File: config.mk
export PLATFORM = sky130hd
export DESIGN_NAME = pwr_seq_top
export DESIGN_NICKNAME = d
export VERILOG_FILES = /design/src/rtl/pwr_seq_pkg.sv /design/src/rtl/pwr_seq_dp.sv /design/src/rtl/pwr_seq_ctrl.sv /design/src/rtl/pwr_seq_top.sv
export SDC_FILE = /design/constraint.sdc
export NUM_CORES = 1
export LEC_CHECK = 0
export BUFFER_PORTS_ARGS = -buffer_cell sky130_fd_sc_hd__buf_2
export CAP_MARGIN = 20
export CORE_MARGIN = 3
export CORE_UTILIZATION = 55
export DETAILED_ROUTE_END_ITERATION = 10
export GPL_TIMING_DRIVEN = 0
export PLACE_DENSITY = 0.78
export REMOVE_ABC_BUFFERS = 1
export SETUP_SLACK_MARGIN = 0.2
export SLEW_MARGIN = 5
export SYNTH_ARGS = -nofsm -noshare
export SYNTH_HDL_FRONTEND = slang
export SYNTH_SLANG_ARGS = --single-unit
File: constraint.sdc
create_clock -name clk -period 3.2 [get_ports clk]
set_input_delay 0.48 -clock clk [delete_from_list [all_inputs] [get_ports clk]]
set_output_delay 0.48 -clock clk [all_outputs]
set_load 0.01 [all_outputs]
File: src/rtl/pwr_seq_pkg.sv
package pwr_seq_pkg;

  // Power-good vector layout
  localparam int PG_W       = 3;
  localparam int PG_ALWAYS  = 0;
  localparam int PG_DDR     = 1;
  localparam int PG_NONCORE = 2;

  // Monitored input vector width for idle detection
  localparam int MON_W = PG_W + 4;

  typedef enum logic [3:0] {
    ST_G3   = 4'd0,
    ST_S5   = 4'd1,
    ST_S3   = 4'd2,
    ST_S0   = 4'd3,
    ST_G3S5 = 4'd4,
    ST_S5S3 = 4'd5,
    ST_S3S0 = 4'd6,
    ST_S0S3 = 4'd7,
    ST_S3S5 = 4'd8,
    ST_S5G3 = 4'd9
  } pwrState_t;

  // Output register bank positions
  localparam int O_DPWR  = 0;
  localparam int O_RSM   = 1;
  localparam int O_PWROK = 2;
  localparam int O_CORE  = 3;
  localparam int O_S0    = 4;
  localparam int O_DDR   = 5;
  localparam int O_THR   = 6;
  localparam int O_TOUCH = 7;
  localparam int OUT_N   = 8;

  typedef struct packed {
    logic timerClr;
    logic dpwrSet;
    logic dpwrClr;
    logic ddrSet;
    logic ddrClr;
    logic s0Set;
    logic s0Clr;
    logic coreSet;
    logic coreClr;
    logic pwrOkSet;
    logic pwrOkClr;
    logic throttleLoad;
    logic throttleClr;
    logic touchSet;
    logic touchClr;
  } seqStrobe_t;

endpackage

File: src/rtl/pwr_seq_dp.sv
module pwr_seq_dp
  import pwr_seq_pkg::*;
#(
  parameter int CLK_PER_MS = 1000,
  parameter int MS_W       = 16,
  parameter int SUB_W      = 10
) (
  input  logic              clk,
  input  logic              rstN,
  input  seqStrobe_t        strobe,
  input  logic [MON_W-1:0]  monVec,
  input  logic              throttleReq,
  output logic [MS_W-1:0]   msCount,
  output logic [SUB_W-1:0]  subCount,
  output logic              inChanged,
  output logic [OUT_N-1:0]  outQ
);

  localparam logic [SUB_W-1:0] SUB_LAST = SUB_W'(CLK_PER_MS - 1);

  logic [MON_W-1:0] prevMon;
  logic [OUT_N-1:0] setV;
  logic [OUT_N-1:0] clrV;

  assign inChanged = (monVec != prevMon);

  always_ff @(posedge clk or negedge rstN) begin
    if (!rstN) prevMon <= '0;
    else       prevMon <= monVec;
  end

  // Shared millisecond timer with cycle prescaler; ms count saturates
  always_ff @(posedge clk or negedge rstN) begin
    if (!rstN) begin
      subCount <= '0;
      msCount  <= '0;
    end else if (strobe.timerClr) begin
      subCount <= '0;
      msCount  <= '0;
    end else if (subCount == SUB_LAST) begin
      subCount <= '0;
      if (msCount != '1) msCount <= msCount + 1'b1;
    end else begin
      subCount <= subCount + 1'b1;
    end
  end

  always_comb begin
    setV = '0;
    clrV = '0;
    setV[O_DPWR]  = strobe.dpwrSet;
    clrV[O_DPWR]  = strobe.dpwrClr;
    setV[O_RSM]   = strobe.dpwrSet;
    clrV[O_RSM]   = strobe.dpwrClr;
    setV[O_PWROK] = strobe.pwrOkSet;
    clrV[O_PWROK] = strobe.pwrOkClr;
    setV[O_CORE]  = strobe.coreSet;
    clrV[O_CORE]  = strobe.coreClr;
    setV[O_S0]    = strobe.s0Set;
    clrV[O_S0]    = strobe.s0Clr;
    setV[O_DDR]   = strobe.ddrSet;
    clrV[O_DDR]   = strobe.ddrClr;
    setV[O_THR]   = strobe.throttleLoad & throttleReq;
    clrV[O_THR]   = strobe.throttleClr | (strobe.throttleLoad & ~throttleReq);
    setV[O_TOUCH] = strobe.touchSet;
    clrV[O_TOUCH] = strobe.touchClr;
  end

  // One set/clear flop per sequenced output; clear wins
  for (genvar i = 0; i < OUT_N; i++) begin : g_outReg
    always_ff @(posedge clk or negedge rstN) begin
      if (!rstN)        outQ[i] <= 1'b0;
      else if (clrV[i]) outQ[i] <= 1'b0;
      else if (setV[i]) outQ[i] <= 1'b1;
    end
  end

endmodule

File: src/rtl/pwr_seq_ctrl.sv
module pwr_seq_ctrl
  import pwr_seq_pkg::*;
#(
  parameter int BOOT_MS    = 10,
  parameter int SETTLE_MS  = 5,
  parameter int IDLE_MS    = 10000,
  parameter int TIMEOUT_MS = 1000,
  parameter int CORE_MS    = 99,
  parameter int GAP_CYC    = 4,
  parameter int MS_W       = 16,
  parameter int SUB_W      = 10
) (
  input  logic             clk,
  input  logic             rstN,
  input  logic [PG_W-1:0]  powerGood,
  input  logic             slpS3N,
  input  logic             slpS5N,
  input  logic             exitReq,
  input  logic [MS_W-1:0]  msCount,
  input  logic [SUB_W-1:0] subCount,
  input  logic             inChanged,
  output seqStrobe_t       strobe,
  output logic [3:0]       stateCode
);

  pwrState_t state, nxt;
  logic      phase, phaseNxt, advance;
  logic      s3Good, s0Good, timedOut;

  assign s3Good    = powerGood[PG_ALWAYS] & powerGood[PG_DDR];
  assign s0Good    = s3Good & powerGood[PG_NONCORE];
  assign timedOut  = (msCount >= MS_W'(TIMEOUT_MS));
  assign stateCode = state;

  always_comb begin
    nxt     = state;
    advance = 1'b0;
    strobe  = '0;
    unique case (state)
      ST_G3: if (exitReq) nxt = ST_G3S5;
      ST_G3S5:
        if (!phase) begin
          if (msCount >= MS_W'(BOOT_MS)) begin
            strobe.dpwrSet = 1'b1;
            advance        = 1'b1;
          end
        end else if (msCount >= MS_W'(SETTLE_MS)) nxt = ST_S5;
      ST_S5:
        if (slpS5N)                           nxt = ST_S5S3;
        else if (msCount >= MS_W'(IDLE_MS))   nxt = ST_S5G3;
      ST_S5G3: begin
        strobe.dpwrClr = 1'b1;
        nxt            = ST_G3;
      end
      ST_S5S3:
        if (!phase && powerGood[PG_ALWAYS]) begin
          strobe.ddrSet = 1'b1;
          advance       = 1'b1;
        end else if (phase && s3Good) begin
          strobe.touchSet = 1'b1;
          nxt             = ST_S3;
        end else if (timedOut) begin
          strobe.dpwrClr = 1'b1;
          strobe.ddrClr  = 1'b1;
          nxt            = ST_S5;
        end
      ST_S3:
        if (!s3Good) begin
          strobe.dpwrClr = 1'b1;
          nxt            = ST_S3S5;
        end else if (slpS3N) begin
          strobe.s0Set = 1'b1;
          nxt          = ST_S3S0;
        end else if (!slpS5N) nxt = ST_S3S5;
      ST_S3S0:
        if (!phase) begin
          if (s0Good) begin
            strobe.coreSet = 1'b1;
            advance        = 1'b1;
          end else if (timedOut) begin
            strobe.dpwrClr = 1'b1;
            strobe.s0Clr   = 1'b1;
            nxt            = ST_S3;
          end
        end else if (msCount >= MS_W'(CORE_MS)) begin
          strobe.pwrOkSet     = 1'b1;
          strobe.throttleLoad = 1'b1;
          nxt                 = ST_S0;
        end
      ST_S0: begin
        strobe.throttleLoad = 1'b1;
        if (!s0Good) begin
          strobe.dpwrClr  = 1'b1;
          strobe.pwrOkClr = 1'b1;
          nxt             = ST_S0S3;
        end else if (!slpS3N) begin
          strobe.pwrOkClr = 1'b1;
          nxt             = ST_S0S3;
        end
      end
      ST_S0S3:
        if (!phase) begin
          if ((msCount != '0) || (subCount >= SUB_W'(GAP_CYC))) begin
            strobe.coreClr     = 1'b1;
            strobe.throttleClr = 1'b1;
            advance            = 1'b1;
          end
        end else begin
          strobe.s0Clr = 1'b1;
          nxt          = ST_S3;
        end
      ST_S3S5: begin
        strobe.touchClr = 1'b1;
        strobe.ddrClr   = 1'b1;
        nxt             = ST_S5;
      end
      default: nxt = ST_G3;
    endcase

    phaseNxt = (nxt != state) ? 1'b0 : (phase | advance);
    strobe.timerClr = advance | (nxt != state) | ((state == ST_S5) & inChanged);
  end

  always_ff @(posedge clk or negedge rstN) begin
    if (!rstN) begin
      state <= ST_G3;
      phase <= 1'b0;
    end else begin
      state <= nxt;
      phase <= phaseNxt;
    end
  end

endmodule

File: src/rtl/pwr_seq_top.sv
module pwr_seq_top
  import pwr_seq_pkg::*;
#(
  parameter int CLK_PER_MS = 1000,
  parameter int BOOT_MS    = 10,
  parameter int SETTLE_MS  = 5,
  parameter int IDLE_MS    = 10000,
  parameter int TIMEOUT_MS = 1000,
  parameter int CORE_MS    = 99,
  parameter int GAP_CYC    = 4
) (
  input  logic            clk,
  input  logic            rstN,
  input  logic [PG_W-1:0] powerGood,
  input  logic            slpS3N,
  input  logic            slpS5N,
  input  logic            susWarnN,
  input  logic            exitReq,
  input  logic            throttleReq,
  output logic            dpwrOk,
  output logic            resumeRstN,
  output logic            pwrOk,
  output logic            coreEn,
  output logic            s0RailEn,
  output logic            ddrEn,
  output logic            throttleOut,
  output logic            touchpadEn,
  output logic            susAckN,
  output logic [3:0]      stateCode
);

  localparam int MAX_MS = (IDLE_MS > TIMEOUT_MS) ? IDLE_MS : TIMEOUT_MS;
  localparam int MS_W   = $clog2(MAX_MS + 1) + 1;
  localparam int SUB_W  = $clog2(CLK_PER_MS + 1);

  seqStrobe_t       strobe;
  logic [MS_W-1:0]  msCount;
  logic [SUB_W-1:0] subCount;
  logic             inChanged;
  logic [OUT_N-1:0] outQ;
  logic [MON_W-1:0] monVec;

  assign monVec  = {throttleReq, susWarnN, slpS5N, slpS3N, powerGood};
  assign susAckN = susWarnN;

  pwr_seq_ctrl #(
    .BOOT_MS(BOOT_MS), .SETTLE_MS(SETTLE_MS), .IDLE_MS(IDLE_MS),
    .TIMEOUT_MS(TIMEOUT_MS), .CORE_MS(CORE_MS), .GAP_CYC(GAP_CYC),
    .MS_W(MS_W), .SUB_W(SUB_W)
  ) u_ctrl (
    .clk(clk), .rstN(rstN), .powerGood(powerGood), .slpS3N(slpS3N),
    .slpS5N(slpS5N), .exitReq(exitReq), .msCount(msCount),
    .subCount(subCount), .inChanged(inChanged), .strobe(strobe),
    .stateCode(stateCode)
  );

  pwr_seq_dp #(
    .CLK_PER_MS(CLK_PER_MS), .MS_W(MS_W), .SUB_W(SUB_W)
  ) u_dp (
    .clk(clk), .rstN(rstN), .strobe(strobe), .monVec(monVec),
    .throttleReq(throttleReq), .msCount(msCount), .subCount(subCount),
    .inChanged(inChanged), .outQ(outQ)
  );

  assign dpwrOk      = outQ[O_DPWR];
  assign resumeRstN  = outQ[O_RSM];
  assign pwrOk       = outQ[O_PWROK];
  assign coreEn      = outQ[O_CORE];
  assign s0RailEn    = outQ[O_S0];
  assign ddrEn       = outQ[O_DDR];
  assign throttleOut = outQ[O_THR];
  assign touchpadEn  = outQ[O_TOUCH];

endmodule

==> results of run 1 <==
==> synthesized netlist by cell type, types with 2 or more instances <==
cell | count | share of area
a211oi_1 | 2 | 0.0054
a21oi_1 | 16 | 0.029
a31oi_1 | 9 | 0.020
and3_1 | 7 | 0.016
buf_2 | 2 | 0.0036
buf_4 | 2 | 0.0054
buf_6 | 3 | 0.012
clkbuf_1 | 11 | 0.015
dfrtp_1 | 44 | 0.39
ha_1 | 5 | 0.022
inv_1 | 15 | 0.020
nand2_1 | 25 | 0.033
nand2b_1 | 5 | 0.011
nand3_1 | 21 | 0.038
nand4_1 | 9 | 0.020
nor2_1 | 21 | 0.028
nor2_2 | 20 | 0.045
nor2b_1 | 4 | 0.0089
nor3_1 | 8 | 0.014
nor4_1 | 12 | 0.027
nor4b_1 | 3 | 0.0094
nor4bb_1 | 2 | 0.0071
o21a_1 | 2 | 0.0054
o21ai_0 | 8 | 0.014
o21ai_2 | 2 | 0.0063
o22ai_1 | 2 | 0.0045
o311a_1 | 2 | 0.0071
or3_1 | 5 | 0.011
xnor2_1 | 15 | 0.047
xor2_1 | 12 | 0.038
==> routing by layer <==
layer	vias to the layer above	share of wire	wire, um
met2	92	0.48	3140
met4	0	0.016	104
met3	11	0.058	379
li1	1164	-	-
met5	-	0	0
met1	1148	0.44	2860
==> sequential cells by signal, indices dropped and copies added (netlist names) <==
register / count
u_ctrl.phase: 1
u_ctrl.stateCode: 4
u_dp.msCount: 15
u_dp.outQ: 7
u_dp.prevMon: 7
u_dp.subCount: 10
==> cells by family (layout without fill, tap and decap cells) <==
kind of cell	after synthesis	after routing	share of synthesized area
compound gates	53	53	0.128
xor+xnor	27	27	0.0844
fa+ha+maj	5	5	0.0223
buf+inv	34	50	0.0576
flops	44	44	0.393
mux	1	1	0.00357
simple gates	155	155	0.311
==> critical path, delay by kind of cell (launching register included) <==
family	cells	cell delay (ns)
flip-flops	1	0.51
buffers and inverters	1	0.21
AO/OA/AOI/OAI	4	1.06
AND/OR/NAND/NOR	3	0.94
==> path summary, 6_finish.rpt <==
| kind | start | to | slack [ns] | cells after the start |
|---|---|---|---|---|
| worst max-delay path | u_ctrl.stateCode[2]$_DFF_PN0_ | u_dp.subCount[0]$_DFF_PN0_ | 0.38 | 8 |
| worst min-delay path | rstN | u_dp.msCount[10]$_DFFE_PN0P_ | 0.003 | 1 |
| worst max register to register | u_ctrl.stateCode[2]$_DFF_PN0_ | u_dp.subCount[0]$_DFF_PN0_ | 0.38 | 8 |
| worst min register to register | u_dp.outQ[7]$_DFFE_PN0P_ | u_dp.outQ[7]$_DFFE_PN0P_ | 0.50 | 2 |
| max in group asynchronous | rstN | u_ctrl.stateCode[0]$_DFF_PN0_ | 2.73 | 2 |
| min in group clk | throttleReq | u_dp.prevMon[6]$_DFF_PN0_ | 0.32 | 1 |
==> area by class of cell <==
cell class	instances	area share
multi-input combinational	241	0.504
sequential	44	0.357
timing repair buffer	27	0.0582
tap	67	0.0271
clock buffer	6	0.0235
inverter	15	0.0182
clock inverter	2	0.0113
==> power by group <==
group	internal, mW	total [mW]	switching (mW)	leakage, nW
logic	0.325	0.795	0.469	0.657
registers	0.615	0.718	0.103	0.573
clock network	0.232	0.425	0.193	0.0552
total	1.17	1.94	0.766	1.29
==> repair_timing <==
item / in CTS / in global routing
cloned: 0 / 0
resized for setup: 1 / 6
setup endpoints to repair: 3 / 22
setup buffers: 0 / 3
==> stage by stage <==
stage	instance area (um^2)	setup TNS, ns	hold WS [ns]
floorplan	2700	0	0.184
finish	3090	0	0.00337
global placement	2890	-5.69	0.476
detailed placement	2930	0	0.487
CTS	3040	0	0.310
global route	3090	0	0.00217
==> flow_summary.toml, run 1 <==
[detailed_routing]
vias = 2415
initialDrtViolationCount = 236
drt-vias-per-instance = 6.01
wl_per_cell_um = 16.1
drt_wl_total_um = 6480
drtAntennaViolNets = 0
drcViolationCount = 0
drt-pass1-iter-count = 5

[setup_path]
startpoint_type = "register"
worstPathArrival_ns = 3.03
crit_required_ns = 3.41
slowest_delay_ns = 0.59
path_class = "reg2reg"
critPathCaptureType = "register"
crit_chain = "or4b_4 -> o311a_1 -> nor3_2 -> o21ai_1 -> a2111oi_4 -> o21ai_4 -> buf_16 -> nor3b_1"
cp_max_fo = 20
critPathSlowestCell = "or4b_4"

[run_status]
status = "completed"

[pwr]
power.total_mw = 1.94
p_leak_nw = 1.29
vdd_drop_max_mv = 0.409
cellPowerDensity_nw_per_um2 = 626

[layout]
layout.nets = 349
syn2layout_area_growth_pct = 10.5
final_cell_mix = "dfrtp_1 (40), nand2_1 (25), buf_2 (22)"
drive_gt1_frac = 0.203
final_core_util = 0.642
diodes = 0
final_cells = 402
fillers = 458
seqCellArea_um2 = 1110
multi_input_area_um2 = 1560
final_common_cell = "dfrtp_1"

[synth]
ys_warn_count = 0
seq_area_frac_synth = 0.393
ys_ff_latch = 44
synth.distinct_cells = 55
synth_flop_cell = "dfrtp_1"
synthArstFlopShare = 1.00
synth_area_um2 = 2800
netlist_instances = 319
synth_edf_count = 0
syn_avg_cell_area_um2 = 8.78

[global_routing]
globalRouteMet3Util = 0.0290
top_usage_layer = "met2"
overflow = 0
grt_pass1_vias = 2307
antenna_found_initial = 0
track_usage = 0.231
grt_pass1_wl_um = 11200
grt_max_degree = 45
use_met2 = 0.383
met1_usage = 0.313

[placed_design]
dpl.cell_count = 390
dpl.hpwl_um = 4430
port_buffers = 22
pre_cts_ws_ns = 0.0353
place.gp.congestion = 0.919

[sta]
skew_ns = 0.00814
max_freq_mhz = 355
rsz0062_at_grt = "no"
fin_crit_sh = 0.881
tightest_slew_ns = 0.691
finalHoldViolCount = 0
setup_ws_ns = 0.380
setup_viol = 0
relSlewSlack = 0.535
period_minus_slack_ns = 2.82
drv_slew = 0

[min_path]
worstHoldPathType = "in2async"

[cts]
clock-sinks = 44
clock_path_buffers = 2
cts_tree = "built"
cts_max_level = 2
worstSkewPairLatency_ns = 0.30
cts_made_buffers = 5
root_buffer = "clkbuf_8"
clk_pin_slew_ns = 0.09
hold_buffers = 0

[floorplan]
die_w_um = 77.4
die_h_um = 77.4
ios = 23
rows = 25
fp.dieArea_um2 = 5990
start_util = 0.582
core_um2 = 4820

[job]
max_cap_viol_count = 0
(Power assumes the default switching activity.)
==> run 2: changes to the inputs <==
==> constraint.sdc (replaced) <==
create_clock -name clk -period 2.85 [get_ports clk]
set_input_delay 0.1425 -clock clk [delete_from_list [all_inputs] [get_ports clk]]
set_output_delay 0.1425 -clock clk [all_outputs]
set_load 0.01 [all_outputs]
==> run 2 against run 1 <==
Critical path depth up 1. Utilization rose by 5.6 points. Sequential cell count unchanged. Via count is 5.2% higher. Clock power up 13%. Clock skew rose by 0.0021 ns. Non-clock buffer count up 21. Power is 22% higher. Final area grew 8.7%. Maximum frequency increased by 11%. Final cell count grew 5.2%. Critical endpoint is now u_dp.msCount[5]$_DFFE_PN0P_.
==> flow_summary.toml, run 2 (synthesis gave the netlist of run 1 again) <==
[run_status]
status = "completed"

[floorplan]
core_um2 = 4820
rows = 25
die_h_um = 77.4
start_util = 0.582
die_w_um = 77.4
fp.dieArea_um2 = 5990
ios = 23

[sta]
max_freq_mhz = 395
drv_slew = 0
finalHoldViolCount = 0
hold_slack_ns = 0.0311
rsz0062_at_grt = "no"
tightest_slew_ns = 0.717
setup_viol = 0
skew_ns = 0.0102
fin_crit_sh = 0.889
period_minus_slack_ns = 2.53
tns_ns = 0
relSlewSlack = 0.517

[global_routing]
track_usage = 0.247
overflow = 0
grt_pass1_wl_um = 11800
antenna_found_initial = 0
grt_max_degree = 45
grt_pass1_vias = 2466

[placed_design]
placed_area_um2 = 2930
place.gp.congestion = 0.919
dpl.hpwl_um = 4430
port_buffers = 22

[pwr]
seqPwrFrac = 0.327
switchingPower_mw = 0.925
vdd_drop_max_mv = 0.489
p_clk_frac = 0.203
internal_power_mw = 1.44
cellPowerDensity_nw_per_um2 = 703
pwr-share-comb = 0.470
power.total_mw = 2.36
swShare = 0.391
p_leak_nw = 1.42

[layout]
syn2layout_area_growth_pct = 20.1
top_register = "u_dp.msCount"
reg.largest.list = "u_dp.msCount x15, u_dp.subCount x10"
final_area_um2 = 3360
largest_reg_flops = 15
diodes = 0
final_cell_mix = "dfrtp_1 (36), nand2_1 (25), buf_2 (23)"
final_common_cell = "dfrtp_1"
drive_gt1_frac = 0.289
layout.nets = 370
fillers = 406

[cts]
clk_pin_slew_ns = 0.09
worstSkewPairLatency_ns = 0.30
cts_tree = "built"
cts_made_buffers = 5
cts_max_level = 2
root_buffer = "clkbuf_8"
clock_path_buffers = 2
clock-sinks = 44

[min_path]
worstHoldPathType = "in2reg"

[setup_path]
cp_max_fo = 20
startpoint_type = "register"
critPathCaptureType = "register"
worstPathArrival_ns = 2.75
path_class = "reg2reg"
crit_required_ns = 3.07

[detailed_routing]
routed.top_layer = "met4"
drtAntennaViolNets = 0
drt_wl_total_um = 7090
vias = 2540
wl_per_cell_um = 16.8
drcViolationCount = 0
drt-vias-per-instance = 6.00
dr_wl_met2_um = 3420
drt-pass1-iter-count = 4
wl_met1_um = 2990
initialDrtViolationCount = 218
wl_met3_um = 409

[job]
max_cap_viol_count = 0
## run 2: cell types whose count changed in the layout (fill, tap and decap cells not counted), sizes merged
cell and delta:
dlygate4sd3 +3, clkbuf -1, buf +19
## run 2: area by class of cell
class / instances / area [um^2] / share of cell area
timing repair buffer: 48 / 355 / 0.106
clock buffer: 6 / 72.6 / 0.0216
inverter: 15 / 56.3 / 0.0167
multi-input combinational: 241 / 1650 / 0.491
tap: 67 / 83.8 / 0.0249
clock inverter: 2 / 35.0 / 0.0104
sequential: 44 / 1110 / 0.330
## run 2: through the flow
step / utilization / setup slack [ns] / std cells
floorplan: - / -0.0699 / 300
global placement: 0.600 / -0.654 / 389
detailed placement: 0.607 / -0.315 / 390
CTS: 0.670 / 0.200 / 419
global route: 0.698 / 0.113 / 423
finish: 0.698 / 0.316 / 423
## run 2: repair_timing
| action | 4_1_cts | 5_1_grt |
|---|---|---|
| endpoints found under the setup margin | 25 | 25 |
| gates resized for setup | 8 | 19 |
| hold buffers | 2 | 1 |
| buffers inserted | 19 | 2 |
| hold endpoints to repair | 2 | 44 |
| cloned | 0 | 0 |
| pin swaps | 1 | 4 |
## run 2: worst paths after layout
check                      cells past startpoint                     startpoint  slack (ns)                       endpoint
min in group asynchronous                      2                           rstN        0.20   u_dp.msCount[10]$_DFFE_PN0P_
min reg2reg                                    2       u_dp.outQ[7]$_DFFE_PN0P_        0.50       u_dp.outQ[7]$_DFFE_PN0P_
max in group asynchronous                      3                           rstN        2.17  u_ctrl.stateCode[0]$_DFF_PN0_
min                                            1                         slpS5N        0.03      u_dp.prevMon[4]$_DFF_PN0_
max reg2reg                                    9  u_ctrl.stateCode[0]$_DFF_PN0_        0.32    u_dp.msCount[5]$_DFFE_PN0P_
max                                            9  u_ctrl.stateCode[0]$_DFF_PN0_        0.32    u_dp.msCount[5]$_DFFE_PN0P_
## run 2: power by group through the flow
stage | Sequential [mW] | Combinational [mW] | Clock [mW]
detailed placement | 0.811 | 0.862 | 0
CTS | 0.766 | 1.04 | 0.495
finish | 0.774 | 1.11 | 0.480
global route | 0.785 | 1.20 | 0.519
floorplan | 0.803 | 0.518 | 0
global placement | 0.806 | 0.720 | 0
## run 2: critical path, cell delays in order, from the launching register on
cell	delay [ns]
dfrtp_2	0.49
buf_4	0.17
nand4bb_1	0.17
a31oi_1	0.09
or4b_1	0.58
a31oi_4	0.22
and4_4	0.28
o21ai_4	0.08
buf_16	0.19
a41oi_1	0.17
## run 2: metal layers
| metal | vias to the layer above | global-route usage |
|---|---|---|
| met2 | 103 | 0.392 |
| met3 | 28 | 0.0313 |
| met4 | 0 | 0.137 |
| met5 | - | 0 |
| li1 | 1203 | - |
| met1 | 1206 | 0.328 |
==> run 3: changes to the inputs <==
--- a/config.mk
+++ b/config.mk
@@ -11,6 +11,7 @@
 export CORE_UTILIZATION = 55
 export DETAILED_ROUTE_END_ITERATION = 10
 export GPL_TIMING_DRIVEN = 0
+export MAX_ROUTING_LAYER = met4
 export PLACE_DENSITY = 0.78
 export REMOVE_ABC_BUFFERS = 1
 export SETUP_SLACK_MARGIN = 0.2
==> run 3 against run 2 <==
First-iteration DRC count fell by 30%. Power down 9.3%. Maximum frequency grew 0.26%. Critical path depth unchanged. Sequential power shrank 3%. Final area shrank 5.0%. Clock power down 19%. Global-route usage down 1.9 points. Clock skew is 0.0027 ns lower. Largest power group unchanged.
==> flow_summary.toml, run 3 (synthesis gave the netlist of run 1 again) <==
[sta]
finalHoldViolCount = 0
rsz0062_at_grt = "no"
tightest_slew_ns = 0.978
drv_slew = 0
hold_slack_ns = 0.00270
setup_viol = 0
period_minus_slack_ns = 2.53
tns_ns = 0
max_freq_mhz = 396
relSlewSlack = 0.348
skew_ns = 0.00752
setup_ws_ns = 0.323
fin_crit_sh = 0.887

[layout]
final_area_um2 = 3200
reg.largest.list = "u_dp.msCount x15, u_dp.subCount x10"
diodes = 0
layout.nets = 361
final_common_cell = "dfrtp_1"
syn2layout_area_growth_pct = 14.1
final_core_util = 0.663
top_register = "u_dp.msCount"
final_cell_mix = "dfrtp_1 (39), nand2_1 (25), buf_2 (23)"
largest_reg_flops = 15
drive_gt1_frac = 0.248

[run_status]
status = "completed"

[setup_path]
cp_top_family = "simple AND/OR/NAND/NOR gates"
r2r_start = "u_ctrl.stateCode[1]$_DFF_PN0_"
r2r_cells = 9
cp_common_cell = "a31oi_1"
rrSetupSlack_ns = 0.32
crit_required_ns = 3.07
slowest_delay_ns = 0.52
r2r_end = "u_dp.subCount[0]$_DFF_PN0_"
path_class = "reg2reg"
cp_max_fo = 19
worstPathArrival_ns = 2.74
critPathCaptureType = "register"
crit_chain = "buf_4 -> nand4bb_1 -> a31oi_1 -> or4b_1 -> a31oi_1 -> and4_1 -> o21ai_4 -> buf_16 -> nor3b_1"
cp_num_buf_inv = 2
critPathSlowestCell = "or4b_1"
startpoint_type = "register"

[global_routing]
track_usage = 0.228
grt_pass1_vias = 2291
grt_pass1_wl_um = 10800
grt_max_degree = 45
overflow = 0
antenna_found_initial = 0

[placed_design]
pre_cts_ws_ns = -0.287
place.gp.congestion = 0.907
dpl.hpwl_um = 4420
placed_area_um2 = 2930
port_buffers = 22

[pwr]
vdd_drop_max_mv = 0.435
p_leak_nw = 1.36
cellPowerDensity_nw_per_um2 = 671

[job]
max_cap_viol_count = 0

[cts]
cts_max_level = 2
clock_path_buffers = 2
clock-sinks = 44
cts_made_buffers = 5
worstSkewPairLatency_ns = 0.29
root_buffer = "clkbuf_8"
clk_pin_slew_ns = 0.09
cts_tree = "built"

[floorplan]
die_h_um = 77.4
core_um2 = 4820
start_util = 0.582
die_w_um = 77.4
rows = 25
ios = 23
fp.dieArea_um2 = 5990

[min_path]
worstHoldPathType = "in2async"

[detailed_routing]
initialDrtViolationCount = 153
drt-pass1-iter-count = 4
drtAntennaViolNets = 0
wl_per_cell_um = 15.7
vias = 2446
drt_wl_total_um = 6520
drcViolationCount = 0
drt-vias-per-instance = 5.91
run 3: cell types whose count changed in the layout (fill, tap and decap cells not counted), sizes merged:
cell and delta:
dlygate4sd3 -1, buf -8, clkbuf -1, clkinv +2, bufinv -1
run 3: how the worst max path moves through the flow:
stage | from | end | slack (ns) | cells after the start
after floorplan | u_ctrl.stateCode[3]$_DFF_PN0_ | u_dp.msCount[0]$_DFFE_PN0P_ | -0.07 | 7
after CTS | u_dp.msCount[7]$_DFFE_PN0P_ | u_dp.msCount[5]$_DFFE_PN0P_ | 0.22 | 7
final | u_ctrl.stateCode[1]$_DFF_PN0_ | u_dp.subCount[0]$_DFF_PN0_ | 0.32 | 9
after global routing | u_dp.msCount[0]$_DFFE_PN0P_ | u_dp.msCount[5]$_DFFE_PN0P_ | 0.19 | 8
after global placement | u_ctrl.stateCode[3]$_DFF_PN0_ | u_dp.msCount[5]$_DFFE_PN0P_ | -0.65 | 7
after detailed placement | u_dp.subCount[0]$_DFF_PN0_ | u_dp.msCount[7]$_DFFE_PN0P_ | -0.29 | 8
run 3: through the flow:
stage          instances  power, mW
5_1_grt              414       2.28
6_report             414       2.14
2_1_floorplan        300       1.32
3_3_place_gp         389       1.53
4_1_cts              408       2.13
3_5_place_dp         390       1.67
run 3: worst register-to-register path, cell delays in order (launching register included):
cell and delay (ns):
dfrtp_2 0.46, buf_4 0.18, nand4bb_1 0.19, a31oi_1 0.09
or4b_1 0.52, a31oi_1 0.27, and4_1 0.31, o21ai_4 0.09
buf_16 0.18, nor3b_1 0.18
run 3: layer usage:
layer	vias up	track usage	routed length, um
met1	1156	0.292	2890
met4	0	0.0765	118
met2	89	0.362	3150
met3	12	0.0487	367
li1	1189	-	-
met5	-	-	0
run 3: power breakdown:
group          leakage, nW  total (mW)  switching [mW]  internal, mW
logic                0.738       0.999           0.584         0.415
clock network       0.0479       0.390           0.219         0.171
registers            0.571       0.754          0.0634         0.691
total                 1.36        2.14           0.866          1.28
run 3: repair_timing:
action	in CTS	in global routing
pin swaps	1	3
hold buffers	2	0
resized for setup	8	7
endpoints found under the hold margin	2	0
endpoints found under the setup margin	25	5
setup buffers	8	6
run 3: cell type report:
class                   instances  area (um^2)
multi-input cells             241         1600
well taps                      67         83.8
flip-flops and latches         44         1110
fillers                       439         1620
inverters                      15         56.3
repair buffers                 39          260
clock buffers                   5         68.8
clock inverters                 3         18.8
